### src/rtl/wrperm_pkg.sv
package wrperm_pkg;
   localparam int ST_W      = 8;
   localparam int ST_BUSY   = 0;
   localparam int ST_WEL    = 1;
   localparam int ST_BP_LSB = 2;
   localparam int ST_WPEN   = 7;

   typedef enum logic [1:0] {
      LOCK_NONE = 2'b00,
      LOCK_QTR  = 2'b01,
      LOCK_HALF = 2'b10,
      LOCK_ALL  = 2'b11
   } lock_code_e;

   typedef struct packed {
      logic       wpen;
      lock_code_e bp;
   } nv_fields_t;

   function automatic logic [ST_W-1:0] pack_status(input nv_fields_t f,
                                                   input logic wel,
                                                   input logic busy);
      logic [ST_W-1:0] s;
      s                  = '0;
      s[ST_BUSY]         = busy;
      s[ST_WEL]          = wel;
      s[ST_BP_LSB +: 2]  = f.bp;
      s[ST_WPEN]         = f.wpen;
      return s;
   endfunction
endpackage

### src/rtl/wrperm_region.sv
module wrperm_region
   import wrperm_pkg::*;
#(
   parameter int ADDR_W   = 13,
   parameter bit FROM_TOP = 1'b1
) (
   input  logic [ADDR_W-1:0] addr_i,
   input  lock_code_e        code_i,
   output logic              locked_o
);
   localparam logic [ADDR_W-1:0] QTR_SPAN  = ADDR_W'(1) << (ADDR_W-2);
   localparam logic [ADDR_W-1:0] HALF_SPAN = ADDR_W'(1) << (ADDR_W-1);

   logic in_qtr;
   logic in_half;

   generate
      if (FROM_TOP) begin : g_top
         assign in_qtr  = addr_i >= (HALF_SPAN + QTR_SPAN);
         assign in_half = addr_i >= HALF_SPAN;
      end else begin : g_bottom
         assign in_qtr  = addr_i < QTR_SPAN;
         assign in_half = addr_i < HALF_SPAN;
      end
   endgenerate

   always_comb begin
      unique case (code_i)
         LOCK_NONE: locked_o = 1'b0;
         LOCK_QTR:  locked_o = in_qtr;
         LOCK_HALF: locked_o = in_half;
         LOCK_ALL:  locked_o = 1'b1;
      endcase
   end
endmodule

### src/rtl/wrperm_wel.sv
module wrperm_wel (
   input  logic clk,
   input  logic rst_n,
   input  logic set_i,
   input  logic clr_i,
   input  logic consume_i,
   output logic wel_o
);
   always_ff @(posedge clk or negedge rst_n) begin
      if (!rst_n) begin
         wel_o <= 1'b0;
      end else if (clr_i || consume_i) begin
         wel_o <= 1'b0;
      end else if (set_i) begin
         wel_o <= 1'b1;
      end
   end
endmodule

### src/rtl/wrperm_srgate.sv
module wrperm_srgate
   import wrperm_pkg::*;
#(
   parameter logic [1:0] RST_BP   = 2'b00,
   parameter bit         RST_WPEN = 1'b0
) (
   input  logic       clk,
   input  logic       rst_n,
   input  logic       try_i,
   input  logic       lock_n_i,
   input  logic       busy_i,
   input  nv_fields_t wdata_i,
   output logic       accept_o,
   output logic       pend_o,
   output nv_fields_t fields_o
);
   localparam nv_fields_t RST_FIELDS = '{wpen: RST_WPEN, bp: lock_code_e'(RST_BP)};

   nv_fields_t fields_q;
   nv_fields_t stage_q;
   logic       pend_q;
   logic       busy_q;
   logic       pin_bar;
   logic       commit;

   assign pin_bar  = fields_q.wpen & ~lock_n_i;
   assign accept_o = try_i & ~pin_bar;
   assign commit   = pend_q & busy_q & ~busy_i;

   always_ff @(posedge clk or negedge rst_n) begin
      if (!rst_n) begin
         fields_q <= RST_FIELDS;
         stage_q  <= RST_FIELDS;
         pend_q   <= 1'b0;
         busy_q   <= 1'b0;
      end else begin
         busy_q <= busy_i;
         if (accept_o) begin
            pend_q  <= 1'b1;
            stage_q <= wdata_i;
         end else if (commit) begin
            pend_q   <= 1'b0;
            fields_q <= stage_q;
         end
      end
   end

   assign pend_o   = pend_q;
   assign fields_o = fields_q;
endmodule

### src/rtl/wrperm_unit.sv
module wrperm_unit
   import wrperm_pkg::*;
#(
   parameter int         ADDR_W        = 13,
   parameter bit         LOCK_FROM_TOP = 1'b1,
   parameter logic [1:0] RST_BP        = 2'b00,
   parameter bit         RST_WPEN      = 1'b0
) (
   input  logic              clk,
   input  logic              rst_n,
   input  logic              wel_set_i,
   input  logic              wel_clr_i,
   input  logic              sr_wr_i,
   input  logic [1:0]        sr_bp_i,
   input  logic              sr_wpen_i,
   input  logic              arr_wr_i,
   input  logic [ADDR_W-1:0] arr_addr_i,
   input  logic              lock_n_i,
   input  logic              busy_i,
   output logic              arr_grant_o,
   output logic              sr_grant_o,
   output logic [7:0]        status_o
);
   generate
      if (ADDR_W < 2) begin : g_bad_aw
         $error("wrperm_unit: ADDR_W must be at least 2");
      end
      if (ST_W != 8) begin : g_bad_st
         $error("wrperm_unit: status byte must be 8 bits");
      end
   endgenerate

   logic       wel;
   logic       pend;
   logic       locked;
   logic       idle;
   logic       sr_try;
   logic       sr_accept;
   logic       arr_accept;
   logic       consume;
   nv_fields_t fields;
   nv_fields_t wdata;

   assign wdata      = '{wpen: sr_wpen_i, bp: lock_code_e'(sr_bp_i)};
   assign idle       = ~busy_i & ~pend;
   assign sr_try     = sr_wr_i & wel & idle;
   assign arr_accept = arr_wr_i & ~sr_wr_i & wel & idle & ~locked;
   assign consume    = sr_wr_i | arr_wr_i;

   wrperm_wel u_wel (
      .clk       (clk),
      .rst_n     (rst_n),
      .set_i     (wel_set_i),
      .clr_i     (wel_clr_i),
      .consume_i (consume),
      .wel_o     (wel)
   );

   wrperm_region #(
      .ADDR_W   (ADDR_W),
      .FROM_TOP (LOCK_FROM_TOP)
   ) u_region (
      .addr_i   (arr_addr_i),
      .code_i   (fields.bp),
      .locked_o (locked)
   );

   wrperm_srgate #(
      .RST_BP   (RST_BP),
      .RST_WPEN (RST_WPEN)
   ) u_srgate (
      .clk      (clk),
      .rst_n    (rst_n),
      .try_i    (sr_try),
      .lock_n_i (lock_n_i),
      .busy_i   (busy_i),
      .wdata_i  (wdata),
      .accept_o (sr_accept),
      .pend_o   (pend),
      .fields_o (fields)
   );

   always_ff @(posedge clk or negedge rst_n) begin
      if (!rst_n) begin
         arr_grant_o <= 1'b0;
         sr_grant_o  <= 1'b0;
      end else begin
         arr_grant_o <= arr_accept;
         sr_grant_o  <= sr_accept;
      end
   end

   assign status_o = pack_status(fields, wel, busy_i);
endmodule

### config.mk
export PLATFORM = sky130hd
export DESIGN_NAME = wrperm_unit
export DESIGN_NICKNAME = d
export VERILOG_FILES = /design/src/rtl/wrperm_pkg.sv /design/src/rtl/wrperm_region.sv /design/src/rtl/wrperm_wel.sv /design/src/rtl/wrperm_srgate.sv /design/src/rtl/wrperm_unit.sv
export SDC_FILE = /design/constraint.sdc
export NUM_CORES = 1
export LEC_CHECK = 0
export BUFFER_PORTS_ARGS = -buffer_cell sky130_fd_sc_hd__buf_2
export CAP_MARGIN = 20
export CELL_PAD_IN_SITES_DETAIL_PLACEMENT = 0
export CELL_PAD_IN_SITES_GLOBAL_PLACEMENT = 2
export CORE_ASPECT_RATIO = 1.25
export CORE_MARGIN = 2
export CORE_UTILIZATION = 23
export DETAILED_ROUTE_END_ITERATION = 7
export PLACE_DENSITY = 0.82
export SYNTH_ARGS = -nofsm -noshare
export SYNTH_HDL_FRONTEND = slang
export SYNTH_SLANG_ARGS = --single-unit
export TNS_END_PERCENT = 30
### constraint.sdc
create_clock -name clk -period 3.6 [get_ports clk]
set_input_delay 0.72 -clock clk [delete_from_list [all_inputs] [get_ports clk]]
set_output_delay 0.72 -clock clk [all_outputs]
set_load 0.05 [all_outputs]
==> metrics, run 1 <==
Post-CTS Hold Buffers 0; Cell Area, Synth 473 um^2; crit path DAT 1.12 ns; Tcrit/Tclk final 0.510; WS Path Type primary input to output port; DRT Pass-1 Iters 1; Yosys top cell area share 0.582; starting density of the core 0.241; synthesis-to-layout area growth 24.6%; Worst Setup SP busy_i; final wirelength 835 um; Die H 54.7 um; Setup Skew 0.00276 ns; power density over cell area 494 nW/um^2; CTS buffer count 3; GRT overflow 0; reg2reg start u_srgate.pend_o; crit path to status_o[0]; Final Setup Violations 0; IO Port Bufs 19; clk_lat worst skew ~0.26 ns; Post-CTS Setup Inserts 0; CP max FO 5; Layout Nets 82; slowest CP cell buf_2; Reg2Reg Capture Point u_srgate.stage_q[0]; first-pass GRT wire length 1360 um; top-count cell post-synth dfrtp_1; EDFF count, synth 0; vias in the first global route 332; Area contributors post-synth dfrtp_1, buf_4, mux2_1; # diodes 0; Main synth FF type dfrtp_1; Final GP Congestion 0.696; Hold Vio Cnt, Final 0; Yosys top cell by area dfrtp_1; wire length per cell 10.8 um; Req. time, crit path 2.88 ns; HPWL Detailed roughly 670 um; asr flop ratio synth 1.00; maximum vdd drop 0.209 mV; Max Freq 0.544 GHz; worst min path class primary input to asynchronous set/reset pin; unrepaired setup endpoints after global routing no; Seq/Total Area, Yosys 0.582; initial detailed-routing violation count 0; Syn Inst Count 37; delay-heaviest family, CP buffers and inverters; Yosys Warn Count 0; largest net degree at the start of global routing 12; top post-synthesis cells by count dfrtp_1, buf_4, mux2_1, mux2_2; via count 332; Max Slew Vio Count 0; share of layout cells above drive strength 1 0.474; reg-to-reg slack, setup ~2.4 ns; CTS Sinks 11; total core area 1960 um^2; maximum clock path buffer count 2; leakage power 0.334 nW; Levels on crit path 2; CTS root buffer clkbuf_4; largest stage delay on the critical path between 0.2 and 0.3 ns; worst hold slack 0.310 ns; Worst path most repeated cell buf_2; post-CTS sizing 0; CP startpoint kind primary input; min cycle time layout 1.84 ns; H-Tree Depth 1; initial antenna violation count 0; max cap viols 0; crit path cell chain buf_2 -> buf_2; CTS tree built; count of different cell masters after synthesis 16; DRC violations left 0; # rows 18; R2R cell count 3; worst path bufs/invs 2; Chip Width 44.6 um; setup TNS 0 ns; clock transition at the registers of the reported paths 0.07 ns; Final ANT Viol Nets 0; Yosys reg bits 11; DIE AREA 2440 um^2; Avg Inst Size Synth 12.8 um^2; GR Util All Layers 0.0833; status finished clean; Crit. End Element output port; Vias/cell 4.31; I/O pin count 34
how the worst min path moves through the flow:
| stage | to | slack [ns] | cells after the start | from |
|---|---|---|---|---|
| 6_report | u_wel.wel_o | 0.31 | 1 | rst_n |
| 4_1_cts | u_wel.wel_o | 0.31 | 1 | rst_n |
| 2_1_floorplan | arr_grant_o | 0.42 | 0 | rst_n |
| 3_5_place_dp | u_srgate.stage_q[2] | 0.49 | 1 | u_srgate.stage_q[2] |
| 5_1_grt | arr_grant_o | 0.32 | 1 | rst_n |
| 3_3_place_gp | u_srgate.stage_q[2] | 0.48 | 1 | u_srgate.stage_q[2] |
flip-flops by register name, summed over array words and instances, names as in the netlist:
| register | flops |
|---|---|
| sr_grant_o | 1 |
| u_srgate.busy_q | 1 |
| u_wel.wel_o | 1 |
| u_srgate.stage_q | 3 |
| u_srgate.fields_o | 3 |
| arr_grant_o | 1 |
| u_srgate.pend_o | 1 |
final cells by class:
cell class / count / area (um^2)
clock buffer: 4 / 26.3
fill: 211 / 1370
inverter: 2 / 7.51
multi-input combinational: 21 / 160
sequential: 11 / 275
tap: 20 / 25.0
timing repair buffer: 19 / 95.1
per-layer routing:
metal	wire [um]	up-vias	GRT usage
met4	5	0	0.0758
met5	0	-	0
met1	370	156	0.0986
li1	-	158	-
met3	77	2	0.0198
met2	381	16	0.123
metrics by stage:
stage | worst slack [ns] | power (W) | std cells | util | instance area, um^2
final | 1.76 | 0.000291 | 77 | 0.301 | 589
after global routing | 1.74 | 0.000309 | 77 | 0.301 | 589
after global placement | 1.77 | 0.000211 | 73 | 0.287 | 563
after CTS | 1.76 | 0.000298 | 77 | 0.301 | 589
after detailed placement | 1.76 | 0.000213 | 73 | 0.287 | 563
after floorplan | 1.99 | 0.000195 | 39 | - | 480
where the power goes:
part           total [W]  switching (W)  internal [W]
clock network  0.0000817      0.0000389     0.0000429
registers       0.000147     0.00000889      0.000138
logic          0.0000631      0.0000435     0.0000195
total           0.000291      0.0000913      0.000200
worst reg2reg max path: stages (launching register included):
cell and delay (ns):
dfrtp_1 0.40, nor3b_2 0.23, nand3_2 0.16, mux2_1 0.34
cell usage in the layout (no fill, tap or decap), drive strengths merged, types with 2 or more instances in the layout:
master   n
o21ai    2
buf     19
nand3    2
inv      2
nand2    2
conb     3
dfrtp   11
clkbuf   4
mux2     6
cells by family after synthesis:
| kind of cell | share of synthesized area |
|---|---|
| flip-flops | 0.582 |
| multiplexers | 0.143 |
| buffers and inverters | 0.0953 |
| AO/OA/AOI/OAI | 0.0212 |
| AND/OR/NAND/NOR | 0.151 |
| other | 0.00793 |
Note: power is estimated with default switching activity, not from simulation.
==> run 2, diff against run 1 <==
--- a/config.mk
+++ b/config.mk
@@ -11,9 +11,9 @@
 export CELL_PAD_IN_SITES_GLOBAL_PLACEMENT = 2
 export CORE_ASPECT_RATIO = 1.25
 export CORE_MARGIN = 2
-export CORE_UTILIZATION = 23
+export CORE_UTILIZATION = 21
 export DETAILED_ROUTE_END_ITERATION = 7
-export PLACE_DENSITY = 0.82
+export PLACE_DENSITY = 0.76
 export SYNTH_ARGS = -nofsm -noshare
 export SYNTH_HDL_FRONTEND = slang
 export SYNTH_SLANG_ARGS = --single-unit
==> constraint.sdc (replaced) <==
create_clock -name clk -period 1.8 [get_ports clk]
set_input_delay 0.36 -clock clk [delete_from_list [all_inputs] [get_ports clk]]
set_output_delay 0.36 -clock clk [all_outputs]
set_load 0.05 [all_outputs]
==> metrics, run 2 (same netlist as run 1, synthesis figures left out) <==
status finished clean; power density over cell area 952 nW/um^2 (+93%); Layout Nets 83 (+1.2%); share of power burned in registers 0.499 (-0.004); Final Setup Violations 0 (unchanged); I/O pin count 34 (unchanged); Hold Vio Cnt, Final 0 (unchanged); switching share of total power 0.320 (+0.00709); Fillers 242 (+15%); maximum vdd drop 0.427 mV (+100%); crit path DAT 0.92 ns (-0.20 ns); crit path cell chain buf_2; GRT overflow 0 (unchanged); CP max FO 4 (-1); min cycle time layout 1.28 ns; final core utilization 0.284 (-0.0168); Final ANT Viol Nets 0 (unchanged); Post-CTS Hold Buffers 1 (+1); wire length per cell 9.60 um (-12%); most common cell after layout, fill and taps aside buf_2; initial antenna violation count 0 (unchanged); # diodes 0 (unchanged); initial detailed-routing violation count 1 (+1); max cap viols 0 (unchanged); post-CTS sizing 0 (unchanged); HPWL Detailed 679 um (+1.9%); switching power total 0.000187 W (+110%); IO Port Bufs 19 (unchanged); CTS tree built; CTS Sinks 11 (unchanged); via count 322 (-3.0%); Vias/cell 3.62 (-16%); leakage power 0.341 nW (+2.1%); largest stage delay on the critical path 0.38 ns (+0.11 ns); Max Freq 0.779 GHz; setup TNS 0 ns (unchanged); Chip Width 46.4 um (+4.2%); worst min path class primary input to register; Tcrit/Tclk final 0.713; Post-CTS Setup Inserts 0 (unchanged); GR Util All Layers 0.0714 (-0.0119); total core area 2160 um^2 (+10%); WS Path Type register to output port; worst path bufs/invs 1 (-1); internal power 0.000398 W (+99%); delay-heaviest family, CP flip-flops; commonest cells after routing, fill and taps aside buf_2, dfrtp_1; Die H 57.1 um (+4.3%); largest net degree at the start of global routing 12 (unchanged); maximum clock path buffer count 2 (unchanged); dpl cells 84 (+15%); Comb pwr share 0.218 (+0.002); CP startpoint kind register; unrepaired setup endpoints after global routing no; clock share of power 0.283 (+0.003); vias in the first global route 299 (-9.9%); starting density of the core 0.219 (-0.0228); Max Slew Vio Count 0 (unchanged); clk_lat worst skew 0.26 ns (about the same); Req. time, crit path 1.44 ns (-1.44 ns); final wirelength 854 um (+2.3%); DRC violations left 0 (unchanged); H-Tree Depth 1 (unchanged); clock transition at the registers of the reported paths 0.07 ns (about the same); CTS buffer count 3 (unchanged); CTS root buffer clkbuf_4; fin cells 89 (+16%); share of layout cells above drive strength 1 0.483 (+0.00907); Crit. End Element output port; Final GP Congestion 0.699 (+0.50%); Setup Skew 0.00173 ns (-0.00104 ns); DIE AREA 2650 um^2 (+8.7%); first-pass GRT wire length 1310 um (-3.5%); # rows 19 (+1); DRT Pass-1 Iters 2 (+1); synthesis-to-layout area growth 29.9%; slowest CP cell dfrtp_1
-- run 2: cell count changes in the layout (fill, tap and decap cells not counted), sizes merged --
| cell | previous run | this run |
|---|---|---|
| clkbuf | 4 | 3 |
| clkinv | 0 | 1 |
| dlygate4sd3 | 0 | 1 |
-- run 2: layout make-up --
class	count	area, um^2	area share
sequential	11	275	0.448
tap	31	38.8	0.0631
timing repair buffer	20	105	0.171
clock buffer	3	22.5	0.0367
inverter	2	7.51	0.0122
clock inverter	1	5.00	0.00815
multi-input combinational	21	160	0.261
-- run 2: final timing paths --
check                                     start              endpoint  slack, ns  depth (start not counted)
hold reg to reg             u_srgate.stage_q[1]   u_srgate.stage_q[1]       0.49                          1
max in group asynchronous                 rst_n       u_srgate.pend_o       1.11                          2
hold / removal                        wel_clr_i           u_wel.wel_o       0.24                          2
setup / recovery           u_srgate.fields_o[0]           status_o[2]       0.52                          1
setup reg to reg                u_srgate.pend_o   u_srgate.stage_q[2]       0.54                          3
min in group asynchronous                 rst_n  u_srgate.fields_o[0]       0.48                          2
-- run 2: stage by stage --
stage	power (W)	hold WS (ns)	setup slack, ns	instance area (um^2)
floorplan	0.000391	0.0644	0.496	480
global placement	0.000422	0.238	0.453	577
detailed placement	0.000426	0.245	0.458	577
CTS	0.000602	0.232	0.493	614
global route	0.000623	0.231	0.439	614
finish	0.000585	0.245	0.516	614
-- run 2: routing by layer --
metal  routed length (um)  track usage  up-vias  share of wire
li1                     -            -      158              -
met5                    0            0        -              0
met2                  405        0.101       14           0.47
met4                    0       0.0122        0              0
met1                  370       0.0920      150           0.43
met3                   78       0.0475        0          0.091
-- run 2: power groups by stage --
| stage | Combinational, W | Clock [W] | Sequential (W) |
|---|---|---|---|
| floorplan | 0.0000562 | 0 | 0.000334 |
| global placement | 0.000126 | 0 | 0.000297 |
| detailed placement | 0.000128 | 0 | 0.000298 |
| CTS | 0.000130 | 0.000179 | 0.000293 |
| global route | 0.000139 | 0.000189 | 0.000296 |
| finish | 0.000128 | 0.000165 | 0.000292 |
==> run 3, diff against run 2 <==
--- a/config.mk
+++ b/config.mk
@@ -5,15 +5,16 @@
 export SDC_FILE = /design/constraint.sdc
 export NUM_CORES = 1
 export LEC_CHECK = 0
+export ABC_AREA = 1
 export BUFFER_PORTS_ARGS = -buffer_cell sky130_fd_sc_hd__buf_2
 export CAP_MARGIN = 20
 export CELL_PAD_IN_SITES_DETAIL_PLACEMENT = 0
 export CELL_PAD_IN_SITES_GLOBAL_PLACEMENT = 2
 export CORE_ASPECT_RATIO = 1.25
 export CORE_MARGIN = 2
-export CORE_UTILIZATION = 21
+export CORE_UTILIZATION = 20
 export DETAILED_ROUTE_END_ITERATION = 7
-export PLACE_DENSITY = 0.76
+export PLACE_DENSITY = 0.77
 export SYNTH_ARGS = -nofsm -noshare
 export SYNTH_HDL_FRONTEND = slang
 export SYNTH_SLANG_ARGS = --single-unit
==> constraint.sdc (replaced) <==
create_clock -name clk -period 1.2 [get_ports clk]
set_input_delay 0.24 -clock clk [delete_from_list [all_inputs] [get_ports clk]]
set_output_delay 0.24 -clock clk [all_outputs]
set_load 0.05 [all_outputs]
==> metrics, run 3 <==
status finished clean; dpl cells 110 (+31%); Chip Width 49.7 um (+7.1%); Syn Inst Count 61 (+65%); Avg Inst Size Synth 8.57 um^2 (-33%); Hold Vio Cnt, Final 0 (unchanged); Yosys reg bits 11 (unchanged); min cycle time layout 1.16 ns; met3 routed WL 80 um (+2.6%); via count 420 (+30%); top-count cell post-synth nand2_1; count of different cell masters after synthesis 13 (-3); Final Setup Violations 0 (unchanged); starting density of the core 0.213 (-0.00536); Worst Hold Depth 2 (unchanged); Setup Skew 0.00211 ns (+0.000385 ns); R2R cell count 4 (+1); met1 WL 465 um (+26%); GR Util All Layers 0.0758 (+0.00437); CTS buffer count 3 (unchanged); final wirelength 970 um (+14%); total core area 2450 um^2 (+13%); crit path DAT 0.92 ns (about the same); EDFF count, synth 0 (unchanged); reg2reg start u_srgate.pend_o; crit path cell chain buf_2; most common cell after layout, fill and taps aside nand2_1; delay-heaviest family, CP flip-flops; share of layout cells above drive strength 1 0.317 (-0.166); leakage power 0.394 nW (+15%); HPWL Detailed 802 um (+18%); max cap viols 0 (unchanged); top post-synthesis cells by count nand2_1, dfrtp_1, inv_1; Post-CTS Setup Inserts 0 (unchanged); Seq/Total Area, Yosys 0.526 (-0.0557); Crit. End Element output port; commonest cells after routing, fill and taps aside nand2_1, buf_2, dfrtp_1; Yosys top cell by area dfrtp_1; maximum clock path buffer count 2 (unchanged); largest net degree at the start of global routing 12 (unchanged); # diodes 0 (unchanged); CP max FO 4 (unchanged); Vias/cell 3.65 (+0.95%); # rows 20 (+1); Final GP Congestion 0.671 (-4.0%); Layout Nets 107 (+29%); CTS Sinks 11 (unchanged); GRT overflow 0 (unchanged); DRC violations left 0 (unchanged); first-pass GRT wire length 1660 um (+27%); clk_lat worst skew 0.26 ns (about the same); launch point of the worst hold path sr_wr_i; Max Freq 0.861 GHz; initial antenna violation count 0 (unchanged); CTS tree built; CTS root buffer clkbuf_4; slowest CP cell dfrtp_1; power density over cell area 1320 nW/um^2 (+39%); DR WL met2 414 um (+2.2%); worst path bufs/invs 1 (unchanged); IO Port Bufs 19 (unchanged); Yosys Warn Count 0 (unchanged); CP startpoint kind register; Reg2Reg Capture Point u_srgate.stage_q[2]; Yosys top cell area share 0.526 (-0.0557); Final ANT Viol Nets 0 (unchanged); Tcrit/Tclk final 0.967; maximum vdd drop 0.471 mV (+10%); Req. time, crit path 0.96 ns (-0.48 ns); synthesis-to-layout area growth 27.8%; DRT Pass-1 Iters 4 (+2); H-Tree Depth 1 (unchanged); DIE AREA 3040 um^2 (+15%); wire length per cell 8.43 um (-12%); vias in the first global route 415 (+39%); Die H 61.2 um (+7.2%); worst min path class primary input to register; fin cells 115 (+29%); largest stage delay on the critical path 0.38 ns (about the same); unrepaired setup endpoints after global routing no; initial detailed-routing violation count 4 (+3); setup TNS 0 ns (unchanged); reg-to-reg slack, setup 0.17 ns (-0.37 ns); max layer used met4; Area contributors post-synth dfrtp_1, nand2_1, buf_4; Main synth FF type dfrtp_1; I/O pin count 34 (unchanged); WS Path Type register to output port; asr flop ratio synth 1.00 (unchanged); clock transition at the registers of the reported paths 0.07 ns (about the same); Cell Area, Synth 523 um^2 (+11%); Max Slew Vio Count 0 (unchanged); Hold EP u_wel.wel_o
run 3: cell count changes after synthesis, moves of 2 or more:
cell     delta
nand2_1    +19
inv_1       +5
nand4_1     +4
mux2_1      -3
mux2_2      -3
nand3_1     +2
nor2_1      +2
run 3: metrics by stage:
| stage | setup slack (ns) | utilization | hold WS (ns) | area (um^2) | total power (W) |
|---|---|---|---|---|---|
| CTS | 0.0132 | 0.271 | 0.143 | 666 | 0.000902 |
| finish | 0.0391 | 0.272 | 0.154 | 668 | 0.000883 |
| global route | 0.00686 | 0.272 | 0.138 | 668 | 0.000939 |
| global placement | 0.198 | 0.257 | 0.119 | 629 | 0.000645 |
| floorplan | 0.0680 | - | -0.0556 | 531 | 0.000595 |
| detailed placement | 0.172 | 0.257 | 0.121 | 629 | 0.000649 |
run 3: final cells by class:
class / instances / area, um^2
tap: 33 / 41.3
sequential: 11 / 275
fill: 303 / 1780
timing repair buffer: 20 / 108
clock buffer: 4 / 26.3
inverter: 8 / 31.3
multi-input combinational: 39 / 186
run 3: how the worst max path moves through the flow:
| stage | from | endpoint | slack (ns) | depth (start not counted) |
|---|---|---|---|---|
| 2_1_floorplan | u_srgate.fields_o[2] | u_srgate.pend_o | 0.07 | 3 |
| 3_3_place_gp | u_srgate.pend_o | u_srgate.stage_q[2] | 0.20 | 4 |
| 3_5_place_dp | u_srgate.pend_o | u_srgate.stage_q[2] | 0.17 | 4 |
| 4_1_cts | u_wel.wel_o | status_o[1] | 0.01 | 1 |
| 5_1_grt | u_srgate.fields_o[1] | status_o[3] | 0.007 | 1 |
| 6_report | u_srgate.fields_o[1] | status_o[3] | 0.04 | 1 |
run 3: what timing repair did:
| item | in CTS | in global routing |
|---|---|---|
| resized for setup | 0 | 1 |
| hold endpoints to repair | 11 | 0 |
| hold buffers | 1 | 0 |
| endpoints found under the setup margin | 0 | 1 |
run 3: worst reg2reg max path: cells and delay by family (launching register included):
family	cells	cell delay (ns)
DFF	1	0.46
and+or+nand+nor	4	0.46
run 3: kinds of logic after synthesis:
group / share of synthesized area
buffers and inverters: 0.132
other: 0.00717
flip-flops: 0.526
AND/OR/NAND/NOR: 0.316
AO/OA/AOI/OAI: 0.0191
run 3: where the power goes:
group	internal [W]	leakage, nW	switching [W]	total [W]
combinational	0.0000553	0.232	0.000150	0.000205
clock	0.000128	0.0150	0.000113	0.000241
sequential	0.000410	0.147	0.0000262	0.000436
total	0.000594	0.394	0.000289	0.000883
run 3: layer usage:
metal,global-route usage,up-vias
met5,0,-
met4,0.0714,0
met2,0.107,18
met1,0.0919,176
li1,-,224
met3,0.0243,2
